### src/rtl/call_ret_ctrl.sv
module call_ret_ctrl #(
  parameter logic [15:0] SP_INIT = 16'h08FF
) (
  input  logic        clk,
  input  logic        rst_n,
  input  logic        start,
  input  logic [15:0] opcode,
  input  logic [15:0] opnext,
  input  logic [21:0] pc_in,
  output logic        busy,
  output logic        dm_we,
  output logic        dm_re,
  output logic [15:0] dm_addr,
  output logic [7:0]  dm_wdata,
  input  logic [7:0]  dm_rdata,
  output logic        pc_load,
  output logic [21:0] pc_next,
  output logic        gie_set,
  output logic [15:0] sp
);

  localparam logic [1:0] K_CALL = 2'd0;
  localparam logic [1:0] K_RET  = 2'd1;
  localparam logic [1:0] K_RETI = 2'd2;

  logic [2:0]  st;
  logic [1:0]  kind;
  logic [21:0] tgt;
  logic [15:0] ret_addr;
  logic [7:0]  hi_b, lo_b;

  wire is_call = (opcode & 16'hFE0E) == 16'h940E;
  wire is_ret  = opcode == 16'h9508;
  wire is_reti = opcode == 16'h9518;
  wire accept  = start && !busy && (is_call || is_ret || is_reti);
  wire popping = kind != K_CALL;
  wire [21:0] pc_plus2 = pc_in + 22'd2;

  assign busy    = st != 3'd0;
  assign pc_load = st == 3'd4;
  assign gie_set = pc_load && kind == K_RETI;
  assign pc_next = popping ? {6'd0, hi_b, lo_b} : tgt;

  always_comb begin
    dm_we    = 1'b0;
    dm_re    = 1'b0;
    dm_addr  = 16'd0;
    dm_wdata = 8'd0;
    if (!popping) begin
      if (st == 3'd1) begin
        dm_we    = 1'b1;
        dm_addr  = sp;
        dm_wdata = ret_addr[7:0];
      end else if (st == 3'd2) begin
        dm_we    = 1'b1;
        dm_addr  = sp - 16'd1;
        dm_wdata = ret_addr[15:8];
      end
    end else begin
      if (st == 3'd2) begin
        dm_re   = 1'b1;
        dm_addr = sp - 16'd1;
      end else if (st == 3'd3) begin
        dm_re   = 1'b1;
        dm_addr = sp;
      end
    end
  end

  always_ff @(posedge clk) begin
    if (!rst_n) begin
      st       <= 3'd0;
      kind     <= K_CALL;
      tgt      <= 22'd0;
      ret_addr <= 16'd0;
      hi_b     <= 8'd0;
      lo_b     <= 8'd0;
      sp       <= SP_INIT;
    end else begin
      if (accept) begin
        st       <= 3'd1;
        kind     <= is_call ? K_CALL : (is_ret ? K_RET : K_RETI);
        tgt      <= {opcode[8:4], opcode[0], opnext};
        ret_addr <= pc_plus2[15:0];
      end else if (busy) begin
        st <= (st == 3'd4) ? 3'd0 : st + 3'd1;
      end
      if (st == 3'd1 && popping)  sp <= sp + 16'd2;
      if (st == 3'd2 && !popping) sp <= sp - 16'd2;
      if (st == 3'd2 && popping)  hi_b <= dm_rdata;
      if (st == 3'd3 && popping)  lo_b <= dm_rdata;
    end
  end

endmodule

### config.mk
export PLATFORM = sky130hd
export DESIGN_NAME = call_ret_ctrl
export DESIGN_NICKNAME = d
export VERILOG_FILES = /design/src/rtl/call_ret_ctrl.sv
export SDC_FILE = /design/constraint.sdc
export NUM_CORES = 1
export LEC_CHECK = 0
export BUFFER_PORTS_ARGS = -buffer_cell sky130_fd_sc_hd__clkbuf_2
export CORE_MARGIN = 5
export CORE_UTILIZATION = 41
export DETAILED_ROUTE_END_ITERATION = 6
export GPL_ROUTABILITY_DRIVEN = 0
export PLACE_DENSITY = 0.7
export SYNTH_ARGS = -nofsm -noshare
export SYNTH_HDL_FRONTEND = slang
export SYNTH_SLANG_ARGS = --single-unit
### constraint.sdc
create_clock -name clk -period 3 [get_ports clk]
set_input_delay 0.6 -clock clk [delete_from_list [all_inputs] [get_ports clk]]
set_output_delay 0.6 -clock clk [all_outputs]
set_load 0.005 [all_outputs]
==> run_summary.xml, run 1 <==
<?xml version="1.0" encoding="UTF-8"?>
<metrics>
  <group name="run_status">
    <metric name="status" unit="">completed</metric>
  </group>
  <group name="power_and_ir_drop">
    <metric name="total_power" unit="mW">2.20</metric>
    <metric name="power_per_cell_area" unit="nW/µm²">452</metric>
    <metric name="power.leakage" unit="nW">2.03</metric>
    <metric name="ir_drop" unit="µV">245</metric>
  </group>
  <group name="timing">
    <metric name="rsz0062_at_grt" unit="">false</metric>
    <metric name="final_min_period_over_clock_period" unit="%">93.7</metric>
    <metric name="final-max-slew-violation-count" unit="">0</metric>
    <metric name="slew_at_the_pin_with_the_worst_max_slew_slack" unit="ns">0.928</metric>
    <metric name="fmax" unit="MHz">356</metric>
    <metric name="finalHoldViolations" unit="">0</metric>
    <metric name="min_period" unit="ns">2.81</metric>
    <metric name="setup_violations" unit="">0</metric>
    <metric name="maxSlewHeadroom" unit="%">38.1</metric>
    <metric name="final.setup.tns" unit="ns">0</metric>
    <metric name="skew" unit="ns">0.0157</metric>
  </group>
  <group name="global_routing">
    <metric name="grt_start_max_net_pins" unit="">52</metric>
    <metric name="first_global_vias" unit="">3614</metric>
    <metric name="overflow" unit="">0</metric>
    <metric name="globalRoute.busiestLayer" unit="">met2</metric>
    <metric name="grt_util_met1" unit="%">24.1</metric>
    <metric name="groute.layer.met3.usage" unit="%">3.04</metric>
    <metric name="antenna_found_initial" unit="">0</metric>
    <metric name="wire_length_of_the_first_global_routing_pass" unit="µm">16900</metric>
    <metric name="grt.total_usage" unit="%">17.8</metric>
    <metric name="use_met2" unit="%">28.8</metric>
  </group>
  <group name="yosys">
    <metric name="synth.most_common_cell" unit="">sky130_fd_sc_hd__nand2_1</metric>
    <metric name="fraction_of_the_yosys_area_taken_by_sequential_cells" unit="%">37.6</metric>
    <metric name="synth_top_cell_area_share" unit="%">37.6</metric>
    <metric name="synth.avg_cell_area" unit="µm²">8.00</metric>
    <metric name="synth.cells.most_frequent" unit="">sky130_fd_sc_hd__nand2_1, sky130_fd_sc_hd__dfxtp_1, sky130_fd_sc_hd__a21oi_1</metric>
    <metric name="synthCells" unit="">493</metric>
    <metric name="synth.distinct_cells" unit="">50</metric>
    <metric name="synth_fp_nets" unit="">565</metric>
    <metric name="yosys_warnings" unit="">0</metric>
    <metric name="synth.largest_area_cell" unit="">sky130_fd_sc_hd__dfxtp_1</metric>
    <metric name="cell_types_occupying_the_most_area_after_synthesis" unit="">sky130_fd_sc_hd__dfxtp_1, sky130_fd_sc_hd__nand2_1, sky130_fd_sc_hd__a21oi_1, sky130_fd_sc_hd__mux2_2, sky130_fd_sc_hd__and2_1</metric>
    <metric name="syn-cell-area" unit="µm²">3950</metric>
    <metric name="number_of_enable_flip_flop_cells_after_synthesis" unit="">0</metric>
    <metric name="synth_seq_cells" unit="">74</metric>
    <metric name="async_flop_share" unit="%">0</metric>
    <metric name="postSynth.topFlopCell" unit="">sky130_fd_sc_hd__dfxtp_1</metric>
  </group>
  <group name="clocking">
    <metric name="cts_buffer_depth" unit="">2</metric>
    <metric name="clk_pin_slew_worst_paths" unit="ns">0.10</metric>
    <metric name="buffer_type_at_the_clock_tree_root" unit="">sky130_fd_sc_hd__clkbuf_8</metric>
    <metric name="worst_skew_pair.late_latency" unit="ns">0.36</metric>
    <metric name="cts_buffers" unit="">9</metric>
    <metric name="cts-htree-levels" unit="">3</metric>
    <metric name="cts_tree" unit="">done</metric>
    <metric name="cts.sinks" unit="">74</metric>
    <metric name="cts_hold_buf" unit="">0</metric>
  </group>
  <group name="routing">
    <metric name="drtPass1Iterations" unit="">5</metric>
    <metric name="dr_total_vias" unit="">3788</metric>
    <metric name="detail_route.drc_violations" unit="">0</metric>
    <metric name="drt_wl_total" unit="µm">10400</metric>
    <metric name="route.detailed.vias_per_inst" unit="">5.14</metric>
    <metric name="wl_per_cell" unit="µm">14.1</metric>
    <metric name="detailedRoute.firstIterationViolations" unit="">267</metric>
    <metric name="postRouteAntennaNets" unit="">0</metric>
  </group>
  <group name="worst_setup_path">
    <metric name="setup.worst_path.start_class" unit="">flop</metric>
    <metric name="path_class" unit="">flop to output pin</metric>
    <metric name="path_max_fanout" unit="">17</metric>
    <metric name="end_kind" unit="">output pin</metric>
    <metric name="rr_worst_depth" unit="">10</metric>
    <metric name="rr_startpoint" unit="">st[0]$_SDFFE_PN0P_</metric>
    <metric name="termination_of_the_worst_setup_path" unit="">dm_wdata[3]</metric>
    <metric name="rr_endpoint" unit="">sp[5]$_SDFFE_PN1P_</metric>
    <metric name="required" unit="ns">2.40</metric>
    <metric name="r2r_setup_slack" unit="ns">0.31</metric>
    <metric name="crit_arrival" unit="ns">2.21</metric>
    <metric name="crit_start" unit="">st[0]$_SDFFE_PN0P_</metric>
  </group>
  <group name="die">
    <metric name="fp-row-count" unit="">35</metric>
    <metric name="dieHeight" unit="µm">108</metric>
    <metric name="initial_utilization" unit="%">42.3</metric>
    <metric name="fp.coreArea" unit="µm²">9330</metric>
    <metric name="chipWidth" unit="µm">108</metric>
    <metric name="io_pins" unit="">132</metric>
    <metric name="dieArea" unit="µm²">11700</metric>
  </group>
  <group name="final_layout">
    <metric name="share_of_final_layout_standard_cells_stronger_than_drive_strength_1" unit="%">29.4</metric>
    <metric name="area_of_all_placed_cells_without_fillers" unit="µm²">4880</metric>
    <metric name="n_fill_cell" unit="">925</metric>
    <metric name="final_nets" unit="">675</metric>
    <metric name="layout.area.seq" unit="µm²">1480</metric>
    <metric name="multiInputGateArea" unit="µm²">2280</metric>
    <metric name="n_antenna_cell" unit="">0</metric>
    <metric name="area_growth_from_synthesis_to_layout" unit="%">23.6</metric>
  </group>
  <group name="hold_path">
    <metric name="timing.hold.worst.class" unit="">input pin to flop</metric>
  </group>
  <group name="place">
    <metric name="area_of_placed_instances" unit="µm²">4660</metric>
    <metric name="hpwl_after_detailed_placement" unit="µm">7580</metric>
    <metric name="place.port_buffers" unit="">124</metric>
  </group>
  <group name="flow_run">
    <metric name="max_cap_viol_count" unit="">0</metric>
  </group>
</metrics>
sequential cells by signal, summed over array words and instances, names as in the netlist:
| signal | flops |
|---|---|
| tgt | 22 |
| ret_addr | 16 |
| sp | 15 |
| hi_b | 8 |
| lo_b | 8 |
| st | 3 |
| kind | 2 |
cell type report:
cell class | instances | area share [%]
multi-input combinational | 375 | 46.9
sequential | 74 | 30.4
timing repair buffer | 136 | 14.7
tap | 129 | 3.31
clock buffer | 9 | 2.54
clock inverter | 7 | 1.69
inverter | 7 | 0.539
power by group:
| part | internal [mW] | total [mW] | switching, mW |
|---|---|---|---|
| sequential | 0.992 | 1.01 | 0.0156 |
| combinational | 0.167 | 0.370 | 0.203 |
| clock | 0.399 | 0.825 | 0.426 |
through the flow:
step,worst slack (ns),hold WS (ns),std cells,util [%]
final,0.189,0.451,737,52.3
after global routing,0.0113,0.445,737,52.3
after CTS,0.0842,0.440,737,52.2
after detailed placement,0.291,0.446,721,50.0
after global placement,0.335,0.438,721,50.0
after floorplan,0.203,0.432,493,-
how the worst min path moves through the flow:
stage	startpoint	to	slack, ns	cells past startpoint
after CTS	opnext[3]	tgt[3]$_SDFFE_PN0P_	0.44	3
after global routing	opnext[7]	tgt[7]$_SDFFE_PN0P_	0.44	3
after detailed placement	tgt[14]$_SDFFE_PN0P_	tgt[14]$_SDFFE_PN0P_	0.45	2
final	opnext[7]	tgt[7]$_SDFFE_PN0P_	0.45	3
after floorplan	tgt[16]$_SDFFE_PN0P_	tgt[16]$_SDFFE_PN0P_	0.43	2
after global placement	tgt[16]$_SDFFE_PN0P_	tgt[16]$_SDFFE_PN0P_	0.44	2
cell families after synthesis:
group	Yosys count	synth area share [%]
buffers and inverters	44	4.85
AO/OA/AOI/OAI	93	14.0
AND/OR/NAND/NOR	222	28.4
XOR/XNOR	25	5.55
adder cells (fa/ha/maj)	7	2.22
multiplexers	27	7.39
flip-flops	74	37.6
other	1	0.0951
layout by cell type (no fill, tap or decap), drive strengths merged, types with 3 or more instances in the layout:
cell type	Yosys	final
a21oi	51	51
and3	5	5
nand2	89	89
nor3	12	12
nand2b	5	5
mux2i	10	10
clkbuf	28	133
or4	4	4
nand3	10	10
nor2	30	30
or3	7	7
a22o	8	8
ha	7	7
nor2b	4	4
o21ai	14	14
nand4	4	4
a211oi	10	10
and4	3	3
buf	9	12
inv	7	10
xor2	11	11
mux2	17	17
nor4b	3	3
xnor2	14	14
and2	25	25
dfxtp	74	74
nor4	10	10
critical path: stages, from the launching register on:
cell	delay (ns)
sky130_fd_sc_hd__dfxtp_2	0.35
sky130_fd_sc_hd__inv_1	0.09
sky130_fd_sc_hd__ha_2	0.21
sky130_fd_sc_hd__or4b_4	0.49
sky130_fd_sc_hd__buf_6	0.18
sky130_fd_sc_hd__nor2_1	0.09
sky130_fd_sc_hd__buf_4	0.17
sky130_fd_sc_hd__a22o_1	0.17
sky130_fd_sc_hd__clkbuf_2	0.12
layer usage:
layer,up-vias,part of all wire [%],wire length [µm]
li1,1929,-,-
met1,1726,45,4710
met2,116,47,4870
met3,17,5.8,604
met4,0,1.7,180
met5,-,0,0
repair_timing:
| action | CTS | global route |
|---|---|---|
| setup endpoints to repair | 0 | 8 |
| gates resized for setup | 0 | 3 |
| setup buffers | 0 | 0 |
Note: power is estimated with default switching activity, not from simulation.
==> run 2, diff against run 1 <==
==> constraint.sdc (replaced) <==
create_clock -name clk -period 3 [get_ports clk]
set_input_delay 0.3 -clock clk [delete_from_list [all_inputs] [get_ports clk]]
set_output_delay 0.3 -clock clk [all_outputs]
set_load 0.005 [all_outputs]
==> run_summary.xml, run 2 (synthesized netlist as in run 1, its figures left out) <==
<?xml version="1.0" encoding="UTF-8"?>
<metrics>
  <group name="run_status">
    <metric name="status" unit="">completed</metric>
  </group>
  <group name="hold_path">
    <metric name="origin_of_the_worst_min_delay_path" unit="">pc_in[1]</metric>
    <metric name="hold_depth" unit="">2</metric>
    <metric name="timing.hold.worst.class" unit="">input pin to flop</metric>
    <metric name="hold-path-endpoint" unit="">ret_addr[1]$_SDFFE_PN0P_</metric>
  </group>
  <group name="final_layout">
    <metric name="end_of_flow_core_utilization" unit="%">52.1</metric>
    <metric name="layout_common_cells" unit="">sky130_fd_sc_hd__clkbuf_2, sky130_fd_sc_hd__nand2_1, sky130_fd_sc_hd__dfxtp_1</metric>
    <metric name="area_growth_from_synthesis_to_layout" unit="%">23.2</metric>
    <metric name="final_nets" unit="">674</metric>
    <metric name="multiInputGateArea" unit="µm²">2280</metric>
    <metric name="n_antenna_cell" unit="">0</metric>
    <metric name="largest_register_ffs" unit="">22</metric>
    <metric name="n_fill_cell" unit="">925</metric>
    <metric name="top_regs" unit="">tgt: 22 flops, ret_addr: 16 flops, sp: 15 flops</metric>
    <metric name="share_of_final_layout_standard_cells_stronger_than_drive_strength_1" unit="%">29.0</metric>
    <metric name="most_flops_register" unit="">tgt</metric>
    <metric name="layout_commonest_cell" unit="">sky130_fd_sc_hd__clkbuf_2</metric>
    <metric name="layout.area.seq" unit="µm²">1480</metric>
  </group>
  <group name="clocking">
    <metric name="cts_tree" unit="">done</metric>
    <metric name="cts_hold_buf" unit="">0</metric>
    <metric name="cts_buffer_depth" unit="">2</metric>
    <metric name="buffer_type_at_the_clock_tree_root" unit="">sky130_fd_sc_hd__clkbuf_8</metric>
    <metric name="postCtsSetupBuffers" unit="">0</metric>
    <metric name="ctsResizeCount" unit="">0</metric>
    <metric name="cts_buffers" unit="">9</metric>
    <metric name="worst_skew_pair.late_latency" unit="ns">0.36</metric>
    <metric name="cts.sinks" unit="">74</metric>
    <metric name="cts-htree-levels" unit="">3</metric>
    <metric name="clk_pin_slew_worst_paths" unit="ns">0.09</metric>
  </group>
  <group name="timing">
    <metric name="finalHoldViolations" unit="">0</metric>
    <metric name="fmax" unit="MHz">362</metric>
    <metric name="rsz0062_at_grt" unit="">false</metric>
    <metric name="min_period" unit="ns">2.76</metric>
    <metric name="final_min_period_over_clock_period" unit="%">92.1</metric>
    <metric name="slew_at_the_pin_with_the_worst_max_slew_slack" unit="ns">0.946</metric>
    <metric name="skew" unit="ns">0.00911</metric>
    <metric name="setup_violations" unit="">0</metric>
    <metric name="final-max-slew-violation-count" unit="">0</metric>
    <metric name="final.setup.tns" unit="ns">0</metric>
    <metric name="maxSlewHeadroom" unit="%">37.0</metric>
  </group>
  <group name="power_and_ir_drop">
    <metric name="power.leakage" unit="nW">2.02</metric>
    <metric name="power_per_cell_area" unit="nW/µm²">455</metric>
    <metric name="ir_drop" unit="µV">275</metric>
  </group>
  <group name="die">
    <metric name="initial_utilization" unit="%">42.3</metric>
    <metric name="fp.coreArea" unit="µm²">9330</metric>
    <metric name="io_pins" unit="">132</metric>
    <metric name="fp-row-count" unit="">35</metric>
    <metric name="chipWidth" unit="µm">108</metric>
    <metric name="dieArea" unit="µm²">11700</metric>
    <metric name="dieHeight" unit="µm">108</metric>
  </group>
  <group name="worst_setup_path">
    <metric name="required" unit="ns">3.24</metric>
    <metric name="path_max_fanout" unit="">8</metric>
    <metric name="r2r_setup_slack" unit="ns">0.24</metric>
    <metric name="path_class" unit="">flop to flop</metric>
    <metric name="end_kind" unit="">flop</metric>
    <metric name="crit_arrival" unit="ns">3.01</metric>
    <metric name="setup.worst_path.start_class" unit="">flop</metric>
    <metric name="rr_startpoint" unit="">st[0]$_SDFFE_PN0P_</metric>
    <metric name="crit_start" unit="">st[0]$_SDFFE_PN0P_</metric>
    <metric name="rr_endpoint" unit="">sp[5]$_SDFFE_PN1P_</metric>
    <metric name="rr_worst_depth" unit="">10</metric>
  </group>
  <group name="global_routing">
    <metric name="use_met2" unit="%">29.0</metric>
    <metric name="globalRoute.busiestLayer" unit="">met2</metric>
    <metric name="grt.total_usage" unit="%">18.1</metric>
    <metric name="wire_length_of_the_first_global_routing_pass" unit="µm">17100</metric>
    <metric name="grt_start_max_net_pins" unit="">52</metric>
    <metric name="first_global_vias" unit="">3614</metric>
    <metric name="grt_util_met1" unit="%">24.2</metric>
    <metric name="antenna_found_initial" unit="">0</metric>
    <metric name="overflow" unit="">0</metric>
    <metric name="groute.layer.met3.usage" unit="%">4.18</metric>
  </group>
  <group name="routing">
    <metric name="drtPass1Iterations" unit="">4</metric>
    <metric name="dr_total_vias" unit="">3803</metric>
    <metric name="detailedRoute.firstIterationViolations" unit="">148</metric>
    <metric name="drt_wl_total" unit="µm">10600</metric>
    <metric name="postRouteAntennaNets" unit="">0</metric>
    <metric name="wl_per_cell" unit="µm">14.4</metric>
    <metric name="route.detailed.vias_per_inst" unit="">5.17</metric>
    <metric name="detail_route.drc_violations" unit="">0</metric>
  </group>
  <group name="place">
    <metric name="place.port_buffers" unit="">124</metric>
    <metric name="hpwl_after_detailed_placement" unit="µm">7720</metric>
  </group>
  <group name="flow_run">
    <metric name="max_cap_viol_count" unit="">0</metric>
  </group>
</metrics>
run 2: cell count changes in the layout (fill, tap and decap cells not counted):
| cell | previous run | this run |
|---|---|---|
| sky130_fd_sc_hd__dfxtp_1 | 73 | 74 |
| sky130_fd_sc_hd__buf_6 | 1 | 0 |
| sky130_fd_sc_hd__ha_1 | 6 | 7 |
| sky130_fd_sc_hd__dfxtp_2 | 1 | 0 |
| sky130_fd_sc_hd__ha_2 | 1 | 0 |
run 2: final cells by class:
type | instances | area share (%)
flip-flops and latches | 74 | 30.5
clock inverters | 7 | 1.70
repair buffers | 135 | 14.5
well taps | 129 | 3.32
multi-input cells | 375 | 46.9
inverters | 7 | 0.541
clock buffers | 9 | 2.55
run 2: where the power goes:
| part | switching [mW] | leakage (nW) | internal (mW) |
|---|---|---|---|
| clock | 0.433 | 0.0988 | 0.399 |
| combinational | 0.207 | 1.33 | 0.167 |
| sequential | 0.0166 | 0.596 | 0.990 |
| total | 0.657 | 2.02 | 1.56 |
run 2: stage by stage:
stage	hold slack (ns)	worst slack, ns	std cells	cell area [µm²]	total power [mW]
final	0.147	0.237	736	4860	2.21
after global routing	0.134	0.122	736	4860	2.32
after CTS	0.138	0.263	736	4860	2.23
after detailed placement	0.443	0.279	720	4650	1.41
after global placement	0.438	0.330	720	4650	1.39
after floorplan	0.396	0.203	493	3950	1.22
run 2: worst max-delay path, cell delays in order, from the launching register on:
cell and delay, ns:
sky130_fd_sc_hd__dfxtp_1 0.37, sky130_fd_sc_hd__inv_1 0.11, sky130_fd_sc_hd__ha_1 0.23, sky130_fd_sc_hd__or4b_4 0.49, sky130_fd_sc_hd__xnor2_1 0.15, sky130_fd_sc_hd__ha_1 0.28, sky130_fd_sc_hd__or3_1 0.35, sky130_fd_sc_hd__or3_1 0.31
sky130_fd_sc_hd__a21oi_1 0.17, sky130_fd_sc_hd__xnor2_1 0.13, sky130_fd_sc_hd__nand2_1 0.06
run 2: how the worst max path moves through the flow:
stage	endpoint	slack [ns]
floorplan	sp[5]$_SDFFE_PN1P_	0.20
global placement	sp[5]$_SDFFE_PN1P_	0.33
detailed placement	sp[5]$_SDFFE_PN1P_	0.28
CTS	sp[5]$_SDFFE_PN1P_	0.26
global route	sp[5]$_SDFFE_PN1P_	0.12
finish	sp[5]$_SDFFE_PN1P_	0.24
run 2: per-layer routing:
layer | vias up | wire length [µm]
met5 | - | 0
met1 | 1720 | 4810
met3 | 13 | 801
met2 | 144 | 4890
li1 | 1926 | -
met4 | 0 | 121
